[config.mk]
export PLATFORM = sky130hd
export DESIGN_NAME = smb_regslave
export DESIGN_NICKNAME = d
export VERILOG_FILES = /design/src/rtl/smb_pkg.sv /design/src/rtl/smb_line_sync.sv /design/src/rtl/smb_reg_mem.sv /design/src/rtl/smb_byte_seq.sv /design/src/rtl/smb_regslave.sv
export SDC_FILE = /design/constraint.sdc
export NUM_CORES = 1
export LEC_CHECK = 0
export BUFFER_PORTS_ARGS = -buffer_cell sky130_fd_sc_hd__buf_4
export CAP_MARGIN = 20
export CORE_UTILIZATION = 30
export CTS_BUF_LIST = sky130_fd_sc_hd__clkbuf_16
export CTS_CLUSTER_SIZE = 12
export DETAILED_ROUTE_END_ITERATION = 16
export PLACE_DENSITY = 0.5
export SYNTH_ARGS = -nofsm -noshare
export SYNTH_HDL_FRONTEND = slang
export SYNTH_SLANG_ARGS = --single-unit
export TNS_END_PERCENT = 1
[constraint.sdc]
create_clock -name clk -period 2.05 [get_ports clk]
set_clock_uncertainty 0.1 [all_clocks]
set_input_delay 0.615 -clock clk [delete_from_list [all_inputs] [get_ports clk]]
set_output_delay 0.615 -clock clk [all_outputs]
set_load 0.01 [all_outputs]
[src/rtl/smb_pkg.sv]
package smb_pkg;

  typedef logic [7:0] byte_t;

  typedef enum logic [3:0] {
    ST_IDLE,
    ST_ADDR,
    ST_ADDR_ACK,
    ST_CMD,
    ST_CMD_ACK,
    ST_WDAT,
    ST_WDAT_ACK,
    ST_TX,
    ST_MACK,
    ST_SKIP
  } seq_state_t;

endpackage

[src/rtl/smb_line_sync.sv]
module smb_line_sync #(
  parameter int STAGES = 2
) (
  input  logic clk,
  input  logic rst,
  input  logic scl_i,
  input  logic sda_i,
  output logic sda_s,
  output logic scl_rise,
  output logic scl_fall,
  output logic start_det,
  output logic stop_det
);

  localparam int LAST = STAGES - 1;

  logic [LAST:0] scl_sh;
  logic [LAST:0] sda_sh;
  logic          scl_d;
  logic          sda_d;
  logic          scl_s;

  // Bus lines idle high, so every stage resets to 1.
  always_ff @(posedge clk) begin
    if (rst) begin
      scl_sh <= '1;
      sda_sh <= '1;
      scl_d  <= 1'b1;
      sda_d  <= 1'b1;
    end else begin
      scl_sh <= {scl_sh[LAST-1:0], scl_i};
      sda_sh <= {sda_sh[LAST-1:0], sda_i};
      scl_d  <= scl_sh[LAST];
      sda_d  <= sda_sh[LAST];
    end
  end

  assign scl_s     = scl_sh[LAST];
  assign sda_s     = sda_sh[LAST];
  assign scl_rise  = scl_s & ~scl_d;
  assign scl_fall  = ~scl_s & scl_d;
  assign start_det = scl_s & scl_d & sda_d & ~sda_s;
  assign stop_det  = scl_s & scl_d & ~sda_d & sda_s;

endmodule

[src/rtl/smb_reg_mem.sv]
module smb_reg_mem #(
  parameter int AW = 3,
  parameter int DW = 8
) (
  input  logic          clk,
  input  logic          wr_en,
  input  logic [AW-1:0] wr_addr,
  input  logic [DW-1:0] wr_data,
  input  logic [AW-1:0] rd_addr,
  output logic [DW-1:0] rd_data
);

  localparam int DEPTH = 1 << AW;

  logic [DW-1:0] mem [DEPTH];

  // One write port, one registered read port: maps onto block or distributed RAM.
  always_ff @(posedge clk) begin
    if (wr_en) mem[wr_addr] <= wr_data;
    rd_data <= mem[rd_addr];
  end

endmodule

[src/rtl/smb_byte_seq.sv]
module smb_byte_seq
  import smb_pkg::*;
#(
  parameter int REG_AW = 3
) (
  input  logic        clk,
  input  logic        rst,
  input  logic        sda_s,
  input  logic        scl_rise,
  input  logic        scl_fall,
  input  logic        start_det,
  input  logic        stop_det,
  input  logic [6:0]  dev_addr,
  input  byte_t       rd_data,
  output logic        sda_pull,
  output logic        wr_en,
  output byte_t       wr_data,
  output byte_t       ptr
);

  seq_state_t  state;
  byte_t       shreg;
  byte_t       txreg;
  logic [2:0]  cnt;
  logic        full;
  logic        is_read;
  logic        ptr_ok;
  byte_t       rd_val;

  assign ptr_ok = (ptr >> REG_AW) == '0;
  assign rd_val = ptr_ok ? rd_data : '0;

  always_ff @(posedge clk) begin
    if (rst) begin
      state    <= ST_IDLE;
      shreg    <= '0;
      txreg    <= '0;
      cnt      <= '0;
      full     <= 1'b0;
      is_read  <= 1'b0;
      ptr      <= '0;
      sda_pull <= 1'b0;
      wr_en    <= 1'b0;
      wr_data  <= '0;
    end else begin
      wr_en <= 1'b0;
      if (start_det) begin
        state    <= ST_ADDR;
        cnt      <= '0;
        full     <= 1'b0;
        sda_pull <= 1'b0;
      end else if (stop_det) begin
        state    <= ST_IDLE;
        cnt      <= '0;
        full     <= 1'b0;
        sda_pull <= 1'b0;
      end else begin
        unique case (state)
          ST_ADDR, ST_CMD, ST_WDAT: begin
            if (scl_rise) begin
              shreg <= {shreg[6:0], sda_s};
              cnt   <= cnt + 3'd1;
              if (cnt == 3'd7) full <= 1'b1;
            end else if (scl_fall && full) begin
              full <= 1'b0;
              cnt  <= '0;
              if (state == ST_ADDR) begin
                if (shreg[7:1] == dev_addr) begin
                  sda_pull <= 1'b1;
                  is_read  <= shreg[0];
                  state    <= ST_ADDR_ACK;
                end else begin
                  state <= ST_SKIP;
                end
              end else if (state == ST_CMD) begin
                ptr      <= shreg;
                sda_pull <= 1'b1;
                state    <= ST_CMD_ACK;
              end else begin
                wr_en    <= ptr_ok;
                wr_data  <= shreg;
                sda_pull <= 1'b1;
                state    <= ST_WDAT_ACK;
              end
            end
          end
          ST_ADDR_ACK: begin
            if (scl_fall) begin
              if (is_read) begin
                txreg    <= rd_val;
                sda_pull <= ~rd_val[7];
                cnt      <= '0;
                state    <= ST_TX;
              end else begin
                sda_pull <= 1'b0;
                state    <= ST_CMD;
              end
            end
          end
          ST_CMD_ACK: begin
            if (scl_fall) begin
              sda_pull <= 1'b0;
              state    <= ST_WDAT;
            end
          end
          ST_WDAT_ACK: begin
            if (scl_fall) begin
              sda_pull <= 1'b0;
              state    <= ST_SKIP;
            end
          end
          ST_TX: begin
            if (scl_fall) begin
              if (cnt == 3'd7) begin
                sda_pull <= 1'b0;
                state    <= ST_MACK;
              end else begin
                cnt      <= cnt + 3'd1;
                txreg    <= {txreg[6:0], 1'b0};
                sda_pull <= ~txreg[6];
              end
            end
          end
          ST_MACK: begin
            if (scl_rise) state <= ST_SKIP;
          end
          default: ;
        endcase
      end
    end
  end

endmodule

[src/rtl/smb_regslave.sv]
module smb_regslave
  import smb_pkg::*;
#(
  parameter int                 REG_AW      = 3,
  parameter int                 SYNC_STAGES = 2,
  parameter int                 STRAP_W     = 3,
  parameter logic [6-STRAP_W:0] ADDR_HI     = 4'b1000
) (
  input  logic               clk,
  input  logic               rst,
  input  logic               scl_i,
  input  logic               sda_i,
  input  logic [STRAP_W-1:0] strap_i,
  output logic               sda_pull_o
);

  logic               sda_s;
  logic               scl_rise;
  logic               scl_fall;
  logic               start_det;
  logic               stop_det;
  logic [STRAP_W-1:0] strap_q;
  logic [6:0]         dev_addr;
  logic               wr_en;
  byte_t              wr_data;
  byte_t              ptr;
  byte_t              rd_data;

  // Strap pins are sampled only while reset is held.
  always_ff @(posedge clk) begin
    if (rst) strap_q <= strap_i;
  end

  assign dev_addr = {ADDR_HI, strap_q};

  smb_line_sync #(.STAGES(SYNC_STAGES)) u_sync (
    .clk       (clk),
    .rst       (rst),
    .scl_i     (scl_i),
    .sda_i     (sda_i),
    .sda_s     (sda_s),
    .scl_rise  (scl_rise),
    .scl_fall  (scl_fall),
    .start_det (start_det),
    .stop_det  (stop_det)
  );

  smb_byte_seq #(.REG_AW(REG_AW)) u_seq (
    .clk       (clk),
    .rst       (rst),
    .sda_s     (sda_s),
    .scl_rise  (scl_rise),
    .scl_fall  (scl_fall),
    .start_det (start_det),
    .stop_det  (stop_det),
    .dev_addr  (dev_addr),
    .rd_data   (rd_data),
    .sda_pull  (sda_pull_o),
    .wr_en     (wr_en),
    .wr_data   (wr_data),
    .ptr       (ptr)
  );

  smb_reg_mem #(.AW(REG_AW), .DW(8)) u_mem (
    .clk     (clk),
    .wr_en   (wr_en),
    .wr_addr (ptr[REG_AW-1:0]),
    .wr_data (wr_data),
    .rd_addr (ptr[REG_AW-1:0]),
    .rd_data (rd_data)
  );

endmodule

==> out/metrics.yaml <==
netSwitchingFraction: 0.2611
grt_use_total: 0.1347
clock_latency_ns: 0.41
p_clk_frac: 0.440
drt_iter0_drc: 243
drc: 0
antenna_found_initial: 0
post-route-util: 0.3711
num-nets-final: 463
drive_gt1_frac: 0.2270
finalHoldViolCount: 0
grt_pass1_vias: 3290
seqPwrFrac: 0.415
synthesis.nets: 428
synth_top_area_cell: "edfxtp_1"
leakagePower_nw: 2.151
synth_seq_cells: 123
io_buffers: 7
critical_path_required_ns: 2.25
syn-cell-area_sq_mm: 0.005147
routed.top_layer: "met4"
syn2layout_area_growth_pct: 19.98
vdd_drop_max_mv: 0.5079
row_count: 47
final_cells: 687
fmax_mhz: 523.2
synth.most_common_cell: "edfxtp_1"
cts_buffers: 17
tightest_slew_ns: 0.5246
cp-end-kind: "flop"
ios: 8
yosysUniqueCellTypes: 61
root_buffer: "clkbuf_16"
p_sw_w: 0.001708
initial_utilization: 0.3093
p_int_w: 0.004834
rsz0062_at_grt: "false"
clk_path_buf_depth: 2
vias_per_cell: 4.838
synth_edf_count: 67
crit_chain: "and2_1 > nor2_4 > a22oi_4 > a21oi_1 > o311a_1"
period_needed_ns: 1.911
cts_setup_buffers: 0
status: "finished clean"
grt_max_degree: 43
wirelength_um: 11090
cts.htree.levels: 4
dr.pass1.iters: 4
p_per_area_mw_per_mm2: 1059
dp_hpwl_um: 7435
pwr-share-comb: 0.145
wl_met2_um: 5523
cp_max_fo: 9
syn_area_per_cell_sq_um: 12.29
syn_inst: 419
setup_tns_ns: 0
synth_top_flop_cell: "edfxtp_1"
slew_viol_final: 0
die_w_um: 133.0
start_kind: "flop"
overflow: 0
fp.dieH_um: 133.0
ys.warnings.count: 0
cts_tree: "done"
synth_top_area_frac: 0.3909
slowest_stage: "dfxtp_1"
dr_total_vias: 3324
m1WireLength_um: 5066
die_area_sq_mm: 0.01769
async_reset_ff_frac: 0
cpPeakStageDelay_ns: 0.53
holdBufCountCts: 0
grt_first_pass_wirelength_um: 17750
yosys-top-cells-area: "edfxtp_1, dfxtp_1, mux2i_1"
n_antenna_cell: 0
slew_headroom: 0.6412
worstPathArrival_ns: 2.11
period_share: 0.9323
synth_common_cells: "edfxtp_1, dfxtp_1, nor2_1"
place_congestion: 0.8245
wl_met3_um: 356
dp.cells: 655
clock_sinks: 123
ys_seq_area_frac: 0.6087
core_sq_mm: 0.01664
post_cts_resize_count: 0
max_cap_viol_count: 0
critical_path_class: "reg -> reg"
holdWs_ns: 0.2776
clkTransAtPathRegs_ns: 0.05
routedWlPerCell_um: 16.14
setup_viol: 0
ant_nets: 0
worst_hold_path_type: "in -> reg"
-- metrics by stage --
stage	area, sq um	total power (W)	worst slack (ns)
2_1_floorplan	5152	0.003471	-0.03326
3_3_place_gp	5595	0.003730	0.1839
3_5_place_dp	5595	0.003704	0.1482
4_1_cts	6170	0.006597	0.1458
5_1_grt	6176	0.006817	0.02488
6_report	6176	0.006543	0.1387
-- layout by cell type (no fill, tap or decap), types with 4 or more instances in the layout --
cell type / n
nor2_1: 46
clkbuf_16: 17
nand2b_1: 5
mux2i_1: 36
inv_1: 5
dfxtp_1: 55
buf_4: 39
a21oi_1: 15
nor3_1: 4
edfxtp_1: 67
nand2_1: 22
xnor2_1: 4
mux2_2: 13
a311oi_1: 7
nand3_1: 14
a22oi_1: 14
o22a_1: 8
or2_2: 6
o21ai_0: 16
-- per-layer routing --
layer / up-vias / GRT usage
met2: 50 / 0.2170
met5: - / 0
li1: 1628 / -
met1: 1637 / 0.1677
met4: 0 / 0.05172
met3: 9 / 0.04253
-- power groups by stage --
| stage | logic [W] | registers (W) | clock network (W) |
|---|---|---|---|
| floorplan | 0.000745 | 0.00273 | 0 |
| global placement | 0.000971 | 0.00276 | 0 |
| detailed placement | 0.000944 | 0.00276 | 0 |
| CTS | 0.000949 | 0.00271 | 0.00294 |
| global route | 0.00105 | 0.00272 | 0.00305 |
| finish | 0.000951 | 0.00271 | 0.00288 |
-- worst max-delay path, delay by kind of cell, from the launching register on --
family,cells,cell delay [ns]
AND/OR/NAND/NOR,2,0.45
flip-flops,1,0.53
AO/OA/AOI/OAI,3,0.72
-- logic make-up after synthesis --
family	synth area share
AND/OR/NAND/NOR	0.1364
AO/OA/AOI/OAI	0.1057
buffers and inverters	0.03378
flip-flops	0.6087
adder cells (fa/ha/maj)	0.007048
XOR/XNOR	0.009966
multiplexers	0.09845
-- path summary, 6_finish.rpt --
check                              startpoint                     endpoint  slack, ns  cells past startpoint
setup / recovery  u_seq.state[2]$_SDFFE_PP0P_  u_seq.state[0]$_SDFFE_PP0P_       0.14                      5
hold / removal                     strap_i[0]         strap_q[0]$_DFFE_PP_       0.28                      1
setup reg to reg  u_seq.state[2]$_SDFFE_PP0P_  u_seq.state[0]$_SDFFE_PP0P_       0.14                      5
hold reg to reg   u_sync.scl_sh[0]$_SDFF_PP1_  u_sync.scl_sh[1]$_SDFF_PP1_       0.31                      1
-- registers in the layout (all words and copies together) (netlist names), 3 cells and up --
| name | cells |
|---|---|
| u_seq.state | 4 |
| u_mem.rd_data | 8 |
| u_seq.wr_data | 8 |
| strap_q | 3 |
| u_seq.shreg | 8 |
| u_seq.txreg | 7 |
| u_seq.cnt | 3 |
| u_mem.mem | 64 |
| u_seq.ptr | 8 |
-- layout make-up --
cell class | count | area, sq um
multi-input cells | 266 | 1857
inverters | 6 | 22.52
clock inverters | 15 | 148.9
fillers | 1591 | 10470
well taps | 220 | 275.3
clock buffers | 17 | 425.4
repair buffers | 40 | 312.8
flip-flops and latches | 123 | 3134
Note: power is estimated with default switching activity, not from simulation.
